===== config.mk =====
export PLATFORM = sky130hd
export DESIGN_NAME = wdg_rstgen
export DESIGN_NICKNAME = d
export VERILOG_FILES = /design/src/rtl/wdg_pkg.sv /design/src/rtl/wdg_tick_gen.sv /design/src/rtl/wdg_cnt.sv /design/src/rtl/wdg_rstgen.sv
export SDC_FILE = /design/constraint.sdc
export NUM_CORES = 1
export LEC_CHECK = 0
export BUFFER_PORTS_ARGS = -buffer_cell sky130_fd_sc_hd__buf_2
export CAP_MARGIN = 0
export CORE_AREA = 3 3 57 59
export CTS_CLUSTER_SIZE = 40
export DETAILED_ROUTE_END_ITERATION = 16
export DIE_AREA = 0 0 60 62
export PLACE_DENSITY = 0.8
export SYNTH_ARGS = -nofsm -noshare
export SYNTH_HDL_FRONTEND = slang
export SYNTH_HIERARCHICAL = 1
export SYNTH_SLANG_ARGS = --single-unit

===== constraint.sdc =====
create_clock -name clk -period 4.6 [get_ports clk]
set_clock_uncertainty 0.15 [all_clocks]
set_input_delay 0.23 -clock clk [delete_from_list [all_inputs] [get_ports clk]]
set_output_delay 0.23 -clock clk [all_outputs]
set_load 0.1 [all_outputs]

===== src/rtl/wdg_pkg.sv =====
package wdg_pkg;

    typedef enum logic [1:0] {
        ST_OFF   = 2'd0,
        ST_RUN   = 2'd1,
        ST_PULSE = 2'd2
    } wdg_state_t;

    localparam logic [1:0] SEL_OFF = 2'b00;

endpackage


===== src/rtl/wdg_tick_gen.sv =====
module wdg_tick_gen #(
    parameter int DIV = 128
) (
    input  logic clk,
    input  logic rst_n,
    input  logic src_sel,
    input  logic osc_tick,
    output logic tick_o
);
    localparam int DW = (DIV > 2) ? $clog2(DIV) : 1;
    localparam logic [DW-1:0] DIV_LAST = DW'(DIV - 1);

    logic [DW-1:0] div_q;
    logic          src_q;
    logic          swap;

    assign swap = (src_sel != src_q);

    always_ff @(posedge clk or negedge rst_n) begin
        if (!rst_n) begin
            div_q <= '0;
            src_q <= 1'b0;
        end else begin
            src_q <= src_sel;
            if (swap || src_sel || div_q == DIV_LAST)
                div_q <= '0;
            else
                div_q <= div_q + 1'b1;
        end
    end

    assign tick_o = !swap && (src_sel ? osc_tick : (div_q == DIV_LAST));

    AST_DIV_GAP: assert property (@(posedge clk) disable iff (!rst_n)
        (tick_o && !src_sel) |=> !tick_o);

endmodule


===== src/rtl/wdg_cnt.sv =====
module wdg_cnt #(
    parameter int LOG_A = 12,
    parameter int LOG_B = 14,
    parameter int LOG_C = 16
) (
    input  logic       clk,
    input  logic       rst_n,
    input  logic       en_i,
    input  logic       svc_i,
    input  logic       tick_i,
    input  logic [1:0] sel_i,
    output logic       tmo_o
);
    localparam int CW = LOG_C;

    logic [CW-1:0] cnt_q;
    logic [CW-1:0] lim_m1;

    always_comb begin
        unique case (sel_i)
            2'b01:   lim_m1 = {CW{1'b1}} >> (CW - LOG_A);
            2'b10:   lim_m1 = {CW{1'b1}} >> (CW - LOG_B);
            default: lim_m1 = {CW{1'b1}};
        endcase
    end

    assign tmo_o = en_i && !svc_i && tick_i && (cnt_q >= lim_m1);

    always_ff @(posedge clk or negedge rst_n) begin
        if (!rst_n)
            cnt_q <= '0;
        else if (!en_i || svc_i || tmo_o)
            cnt_q <= '0;
        else if (tick_i)
            cnt_q <= cnt_q + 1'b1;
    end

    AST_SVC_RESTART: assert property (@(posedge clk) disable iff (!rst_n)
        (en_i && svc_i) |=> (cnt_q == '0));

    AST_CNT_ADVANCE: assert property (@(posedge clk) disable iff (!rst_n)
        (en_i && tick_i && !svc_i && !tmo_o) |=> (cnt_q == $past(cnt_q) + 1'b1));

endmodule


===== src/rtl/wdg_rstgen.sv =====
module wdg_rstgen
    import wdg_pkg::*;
#(
    parameter int DIV   = 128,
    parameter int LOG_A = 12,
    parameter int LOG_B = 14,
    parameter int LOG_C = 16,
    parameter int PULSE = 16
) (
    input  logic       clk,
    input  logic       rst_n,
    input  logic       src_sel,
    input  logic       osc_tick,
    input  logic [1:0] tmo_sel,
    input  logic       svc_wr,
    input  logic       flag_clr,
    output logic       rst_req_n,
    output logic       wdg_flag
);
    localparam int PW = $clog2(PULSE + 1);
    localparam logic [PW-1:0] PLS_LAST = PW'(PULSE - 1);

    wdg_state_t    state_q, state_d;
    logic [PW-1:0] pls_q;
    logic          tick;
    logic          run_en;
    logic          tmo;

    wdg_tick_gen #(.DIV(DIV)) u_tick (
        .clk      (clk),
        .rst_n    (rst_n),
        .src_sel  (src_sel),
        .osc_tick (osc_tick),
        .tick_o   (tick)
    );

    assign run_en = (state_q == ST_RUN) && (tmo_sel != SEL_OFF);

    wdg_cnt #(.LOG_A(LOG_A), .LOG_B(LOG_B), .LOG_C(LOG_C)) u_cnt (
        .clk    (clk),
        .rst_n  (rst_n),
        .en_i   (run_en),
        .svc_i  (svc_wr),
        .tick_i (tick),
        .sel_i  (tmo_sel),
        .tmo_o  (tmo)
    );

    // state register
    always_ff @(posedge clk or negedge rst_n) begin
        if (!rst_n) state_q <= ST_OFF;
        else        state_q <= state_d;
    end

    // transitions
    always_comb begin
        state_d = state_q;
        unique case (state_q)
            ST_OFF:   if (tmo_sel != SEL_OFF) state_d = ST_RUN;
            ST_RUN: begin
                if (tmo_sel == SEL_OFF) state_d = ST_OFF;
                else if (tmo)           state_d = ST_PULSE;
            end
            ST_PULSE: if (pls_q == PLS_LAST)
                          state_d = (tmo_sel == SEL_OFF) ? ST_OFF : ST_RUN;
            default:  state_d = ST_OFF;
        endcase
    end

    // pulse length counter
    always_ff @(posedge clk or negedge rst_n) begin
        if (!rst_n)                  pls_q <= '0;
        else if (state_q != ST_PULSE) pls_q <= '0;
        else                         pls_q <= pls_q + 1'b1;
    end

    // sticky status flag: set beats clear
    always_ff @(posedge clk or negedge rst_n) begin
        if (!rst_n)                       wdg_flag <= 1'b0;
        else if (state_d == ST_PULSE && state_q == ST_RUN) wdg_flag <= 1'b1;
        else if (flag_clr)                wdg_flag <= 1'b0;
    end

    // outputs
    always_comb begin
        rst_req_n = (state_q != ST_PULSE);
    end

    // checker: consecutive low cycles of the reset request
    logic [PW:0] low_run;
    always_ff @(posedge clk or negedge rst_n) begin
        if (!rst_n)         low_run <= '0;
        else if (!rst_req_n) low_run <= low_run + 1'b1;
        else                low_run <= '0;
    end

    AST_PULSE_LEN: assert property (@(posedge clk) disable iff (!rst_n)
        $rose(rst_req_n) |-> (low_run == (PW+1)'(PULSE)));

    AST_FLAG_ON_FALL: assert property (@(posedge clk) disable iff (!rst_n)
        $fell(rst_req_n) |-> wdg_flag);

    AST_FLAG_STICKY: assert property (@(posedge clk) disable iff (!rst_n)
        (wdg_flag && !flag_clr) |=> wdg_flag);

    AST_OFF_QUIET: assert property (@(posedge clk) disable iff (!rst_n)
        ((tmo_sel == SEL_OFF) && rst_req_n) |=> rst_req_n);

endmodule


==> results of run 1 <==
[cell usage in the layout, fill, tap and decap left out, drive strengths merged, types with 5 or more instances in the layout]
master / instances
dfrtp: 32
nor2: 19
inv: 13
nand2: 13
a21oi: 12
nand3: 11
ha: 9
buf: 9
clkbuf: 8
xnor2: 7
or3: 7
o21ai: 7
nand3b: 5
nand4b: 5
[stage by stage]
step	worst slack [ns]	total power [mW]	utilization, %
after CTS	1.07	0.489	69.9
after global routing	0.745	0.507	69.9
after global placement	1.25	0.319	66.7
after detailed placement	1.08	0.320	66.7
after floorplan	1.73	0.307	-
final	1.01	0.482	69.9
[metal layers]
| layer | track usage, % | routed length (um) |
|---|---|---|
| met1 | 26.3 | 1550 |
| met2 | 36.9 | 1690 |
| met3 | 5.58 | 155 |
| met5 | 0 | 0 |
| met4 | 9.81 | 34 |
[worst min-delay path: stages]
cell and delay (ns):
buf_2 0.08, nor2_1 0.08, a21oi_1 0.11
[power by group through the flow]
stage | Clock (mW) | Sequential, mW | Combinational (mW)
after floorplan | 0 | 0.290 | 0.0168
after global placement | 0 | 0.290 | 0.0284
after detailed placement | 0 | 0.290 | 0.0299
after CTS | 0.172 | 0.285 | 0.0320
after global routing | 0.186 | 0.285 | 0.0362
final | 0.165 | 0.285 | 0.0317
[sequential cells by signal (all words and copies together) (netlist names)]
| register | flops |
|---|---|
| u_cnt/cnt_q | 16 |
| u_tick/div_q | 7 |
| pls_q | 5 |
| state_q | 2 |
| u_tick/src_q | 1 |
| wdg_flag | 1 |
[path summary, 6_finish.rpt]
kind | from | to | slack [ns] | cells after the start
worst max-delay path | u_tick/div_q[0]$_DFF_PN0_ | u_cnt/cnt_q[7]$_DFFE_PN0P_ | 1.01 | 8
worst min-delay path | tmo_sel[1] | state_q[0]$_DFF_PN0_ | 0.08 | 3
worst max register to register | u_tick/div_q[0]$_DFF_PN0_ | u_cnt/cnt_q[7]$_DFFE_PN0P_ | 1.01 | 8
worst min register to register | pls_q[0]$_DFF_PN0_ | pls_q[0]$_DFF_PN0_ | 0.32 | 1
max in group asynchronous | rst_n | u_cnt/cnt_q[0]$_DFFE_PN0P_ | 3.52 | 2
min in group asynchronous | rst_n | u_tick/div_q[3]$_DFF_PN0_ | 0.33 | 2
[final cells by class]
| class | count | area [um^2] |
|---|---|---|
| clock buffer | 8 | 58.8 |
| fill | 212 | 831 |
| inverter | 13 | 48.8 |
| multi-input combinational | 136 | 905 |
| sequential | 32 | 801 |
| tap | 31 | 38.8 |
| timing repair buffer | 12 | 75.1 |
[cell families (layout without fill, tap and decap cells)]
family	Yosys count	in the layout	synth area share (%)
AO/OA/AOI/OAI	32	32	11.6
XOR/XNOR	10	10	4.96
adder cells (fa/ha/maj)	9	9	6.38
buffers and inverters	15	33	3.40
flip-flops	32	32	45.4
multiplexers	1	1	0.567
AND/OR/NAND/NOR	84	84	27.8
==> out/results.txt, run 1 <==
CP Launch Type: register
Req. time, crit path: 4.62 ns
pwr/cell area: 250 nW/um^2
H-tree depth: 2
I/O pins: 10
maximum clock path buffer count: 2
top cell type by total area after synthesis: dfrtp_1
mapped cell area: 1770 um^2
syn_nets: 200
final hold slack: 0.0751 ns
Area Overhead vs Synth: 9.14%
top cells by count, synth: dfrtp_1 (32), nor2_1 (19), inv_1 (13), nand2_1 (13), a21oi_1 (10)
FFs w/ async S/R, synth: 100%
Comb pwr share: 6.6%
clock root buffer: clkbuf_4
Setup violations, final: 0
Final HPWL DP: 2.47 mm
VDD IR-drop max: 0.265 mV
CP endpoint kind: register
Inst Count DP: 221
synthesized area per cell: 9.65 um^2
CP max FO: 11
die width: 60 um
Max stage delay on crit path: 0.78 ns
fin crit share: 78.0%
# resized after CTS: 0
Synth Flop Type: dfrtp_1
RSZ-0062 raised after global routing: no
final-report hold violation count: 0
core footprint: 2760 um^2
first-pass GRT wire length: 6.00 mm
DR iter-0 viols: 72
post-route cell area: 1930 um^2
clk slew on worst S/H paths: 0.09 ns
initial antenna violation count: 0
Worst slew margin: 34.2%
clock buffer count from CTS: 5
crit path DAT: 3.61 ns
die footprint: 3720 um^2
ANT nets after route: 0
PortBufs: 9
post-synthesis cell type count: 40
Switching Fraction: 23.4%
power share of the clock group: 34.3%
DRC: 0
post-CTS setup buffer count: 0
synthesized flop and latch total: 32
outcome: finished clean
count leader, synth: dfrtp_1
Flop pwr share: 59.1%
chip height: 62 um
WL final: 3.43 mm
post-synthesis sequential area ratio: 45.4%
n_diodes: 0
minimum clock period: 3.59 ns
Int Pwr: 0.369 mW
Max Fclk: 279 MHz
top cells by area, synth: dfrtp_1 (45%), ha_1 (6.4%), nor2_1 (4.0%)
Worst Path Buf+Inv: 1
vias: 1,401
routability cong.: 0.918
largest net degree at the start of global routing: 33
worst min path class: in2reg
Clock Sinks: 32
GR Util All Layers: 21.8%
final net count: 217
post-route insts no fill: 232
Worst path slowest cell: o221ai_1
vias in the first global route: 1,398
Synth top area share: 45.4%
row cnt: 19
crit path kind: reg2reg
Least-Margin Pin Slew: 0.988 ns
Static Leak: 0.799 nW
setup TNS: 0 ns
Max-Cap Viols: 0
Syn Inst Count: 183
most used cell, CP: or3_1
CP top delay family: compound AO/OA/AOI/OAI gates
vias per inst: 6.04
GRT overflow: 0
Ys Warns: 6
layout cells sized above 1: 11.9%
hold bufs inserted after CTS: 3
drt first pass iters: 4
number of flops mapped to enable cells by yosys: 0
Initial Utilization: 64.0%
P_sw: 0.113 mW
CTS tree: yes
Area after DPL: 1840 um^2
Slew Limit Fails: 0
WL per Instance: 14.8 um
CP cell instances: ha_1 -> nand3_1 -> or3_1 -> a21oi_1 -> inv_1 -> or3_1 -> o221ai_1 -> nor2_1
worst-skew pair later-pin latency: 0.33 ns
No activity file was read; power rests on OpenSTA's default activity.
==> run 2, diff against run 1 <==
--- a/config.mk
+++ b/config.mk
@@ -7,11 +7,11 @@
 export LEC_CHECK = 0
 export BUFFER_PORTS_ARGS = -buffer_cell sky130_fd_sc_hd__buf_2
 export CAP_MARGIN = 0
-export CORE_AREA = 3 3 57 59
+export CORE_AREA = 3 3 59 61
 export CTS_CLUSTER_SIZE = 40
 export DETAILED_ROUTE_END_ITERATION = 16
-export DIE_AREA = 0 0 60 62
-export PLACE_DENSITY = 0.8
+export DIE_AREA = 0 0 62 64
+export PLACE_DENSITY = 0.76
 export SYNTH_ARGS = -nofsm -noshare
 export SYNTH_HDL_FRONTEND = slang
 export SYNTH_HIERARCHICAL = 1
==> constraint.sdc (replaced) <==
create_clock -name clk -period 3.5 [get_ports clk]
set_clock_uncertainty 0.15 [all_clocks]
set_input_delay 0.175 -clock clk [delete_from_list [all_inputs] [get_ports clk]]
set_output_delay 0.175 -clock clk [all_outputs]
set_load 0.1 [all_outputs]
==> run 2 against run 1 <==
  * Sequential share of layout area decreased by 0.72 points
  * Design area increased by 1.8%
  * Register-to-register slack got worse by 0.45 ns
  * Largest cell class unchanged
  * Setup slack got worse by 0.45 ns
  * Final cell count increased by 6.5%
  * Via count increased by 0.43%
  * Routed wire length decreased by 3.2%
  * Die area increased by 6.7%
  * Total power increased by 33%
==> out/results.txt, run 2 (synthesized netlist as in run 1, its figures left out) <==
Top Registers: u_cnt/cnt_q (16), u_tick/div_q (7), pls_q (5)
n_diodes: 0 (unchanged)
GRT busiest layer: met2
initial antenna violation count: 0 (unchanged)
Initial Utilization: 58.3% (-5.7 points)
CP cell instances: ha_1 -> nand3_1 -> or3_1 -> a21oi_1 -> buf_4 -> inv_1 -> or3_1 -> o22a_1 -> nor2_1 -> inv_1 -> o32ai_1
CP Launch Type: register
H-tree depth: 2 (unchanged)
Worst Path Buf+Inv: 3 (+2)
final-report hold violation count: 0 (unchanged)
clock buffer count from CTS: 5 (unchanged)
Clock Sinks: 32 (unchanged)
PortBufs: 9 (unchanged)
Reg2Reg Capture Point: state_q[1]$_DFF_PN0_
Static Leak: 0.814 nW (+1.9%)
WL per Instance: 13.4 um (-9.1%)
chip height: 64 um (+3.2%)
clk slew on worst S/H paths: 0.10 ns (about the same)
hold endpoint: state_q[0]$_DFF_PN0_
WL final: 3.31 mm (-3.2%)
grt met2 use: 29.1% (-7.7 points)
worst hold path cell count: 3 (unchanged)
vias in the first global route: 1,353 (-3.2%)
Area Overhead vs Synth: 11.1%
Area after DPL: 1870 um^2 (+1.7%)
met1 Use GR: 25.1% (-1.2 points)
Reg2Reg Depth: 11 (+3)
Place WS: 0.596 ns (-0.483 ns)
start of the worst register-to-register path: u_tick/div_q[0]$_DFF_PN0_
GRT overflow: 0 (unchanged)
largest net degree at the start of global routing: 33 (unchanged)
commonest non-fill, non-tap cell in the layout: dfrtp_1
max FFs per register: 16 (unchanged)
CP top delay family: simple AND/OR/NAND/NOR gates
fin crit share: 84.0% (+6.0 points)
largest register by flop count: u_cnt/cnt_q
ANT nets after route: 0 (unchanged)
die width: 62 um (+3.3%)
R2R setup slack: 0.56 ns (-0.45 ns)
minimum clock period: 2.94 ns (-0.649 ns)
Max-Cap Viols: 0 (unchanged)
GR Util All Layers: 19.8% (-2.0 points)
core footprint: 3030 um^2 (+9.8%)
CTS tree: yes
I/O pins: 10 (unchanged)
Setup violations, final: 0 (unchanged)
post-route cell area: 1960 um^2 (+1.8%)
outcome: finished clean
vias: 1,407 (+0.43%)
maximum clock path buffer count: 2 (unchanged)
Max stage delay on crit path: 0.45 ns (-0.33 ns)
CP max FO: 8 (-3)
drt first pass iters: 4 (unchanged)
Worst path slowest cell: or3_1
layout cells sized above 1: 13.8% (+1.9 points)
first-pass GRT wire length: 5.78 mm (-3.7%)
met3 global-route usage: 7.27% (+1.7 points)
total power: 0.641 mW (+33%)
crit path DAT: 3.02 ns (-0.59 ns)
RSZ-0062 raised after global routing: no
Util after Layout: 64.8% (-5.1 points)
post-CTS setup buffer count: 0 (unchanged)
DRC: 0 (unchanged)
row cnt: 20 (+1)
Least-Margin Pin Slew: 0.696 ns (-0.292 ns)
Setup WS post-layout: 0.561 ns (-0.451 ns)
die footprint: 3970 um^2 (+6.7%)
worst-skew pair later-pin latency: 0.33 ns (about the same)
Worst slew margin: 53.6% (+19 points)
setup TNS: 0 ns (unchanged)
clock root buffer: clkbuf_4
VDD IR-drop max: 0.192 mV (-28%)
Hold Crit Start: tmo_sel[1]
CP endpoint kind: register
Max Fclk: 340 MHz (+22%)
worst min path class: in2reg
DR iter-0 viols: 55 (-24%)
Req. time, crit path: 3.58 ns (-1.04 ns)
Slew Limit Fails: 0 (unchanged)
crit path kind: reg2reg
routability cong.: 0.750 (-18%)
vias per inst: 5.70 (-5.7%)
final net count: 219 (+0.92%)
pwr/cell area: 327 nW/um^2 (+31%)
Final HPWL DP: 2.35 mm (-4.8%)
most frequent cells in the layout: dfrtp_1 (32), nor2_1 (19), inv_1 (13), nand2_1 (13), a21oi_1 (10)
run 2: per-layer routing:
layer  up-vias  share of wire, %
met4         0               2.0
met1       662                46
met5         -                 0
met3         6               6.2
li1        692                 -
met2        47                46
run 2: layout make-up:
class	instances	area, um^2
clock buffers	6	51.3
clock inverters	2	10.0
fillers	250	1070
inverters	13	48.8
multi-input cells	136	905
flip-flops and latches	32	801
well taps	44	55.1
repair buffers	14	90.1
run 2: where the power goes:
part           internal (mW)  total [mW]  switching (mW)
clock network         0.0955       0.224           0.128
registers              0.372       0.374         0.00240
logic                 0.0156      0.0431          0.0276
total                  0.483       0.641           0.158
run 2: what timing repair did:
action                                 4_1_cts  5_1_grt
gates resized for setup                      0        0
endpoints found under the hold margin       34        0
hold buffers                                 3        0
run 2: how the worst max path moves through the flow:
stage / start / endpoint / slack (ns) / cells after the start
final: u_tick/div_q[0]$_DFF_PN0_ / state_q[1]$_DFF_PN0_ / 0.56 / 11
after global routing: u_tick/div_q[0]$_DFF_PN0_ / wdg_flag$_DFFE_PN0P_ / 0.33 / 11
after CTS: u_tick/div_q[0]$_DFF_PN0_ / state_q[1]$_DFF_PN0_ / 0.59 / 11
after detailed placement: u_tick/div_q[0]$_DFF_PN0_ / wdg_flag$_DFFE_PN0P_ / 0.60 / 11
after global placement: u_tick/div_q[0]$_DFF_PN0_ / wdg_flag$_DFFE_PN0P_ / 0.71 / 11
after floorplan: u_tick/div_q[0]$_DFF_PN0_ / state_q[1]$_DFF_PN0_ / 0.63 / 10
run 2: stage by stage:
stage          hold WS (ns)  instances
2_1_floorplan        -0.271        183
3_3_place_gp          0.104        236
3_5_place_dp          0.124        236
4_1_cts              0.0105        247
5_1_grt              0.0227        247
6_report             0.0209        247
run 2: worst register-to-register path, delay by kind of cell (launching register included):
kind / cells / cell delay (ns)
simple gates: 4 / 1.08
compound gates: 3 / 0.61
flops: 1 / 0.40
buf+inv: 3 / 0.37
fa+ha+maj: 1 / 0.24
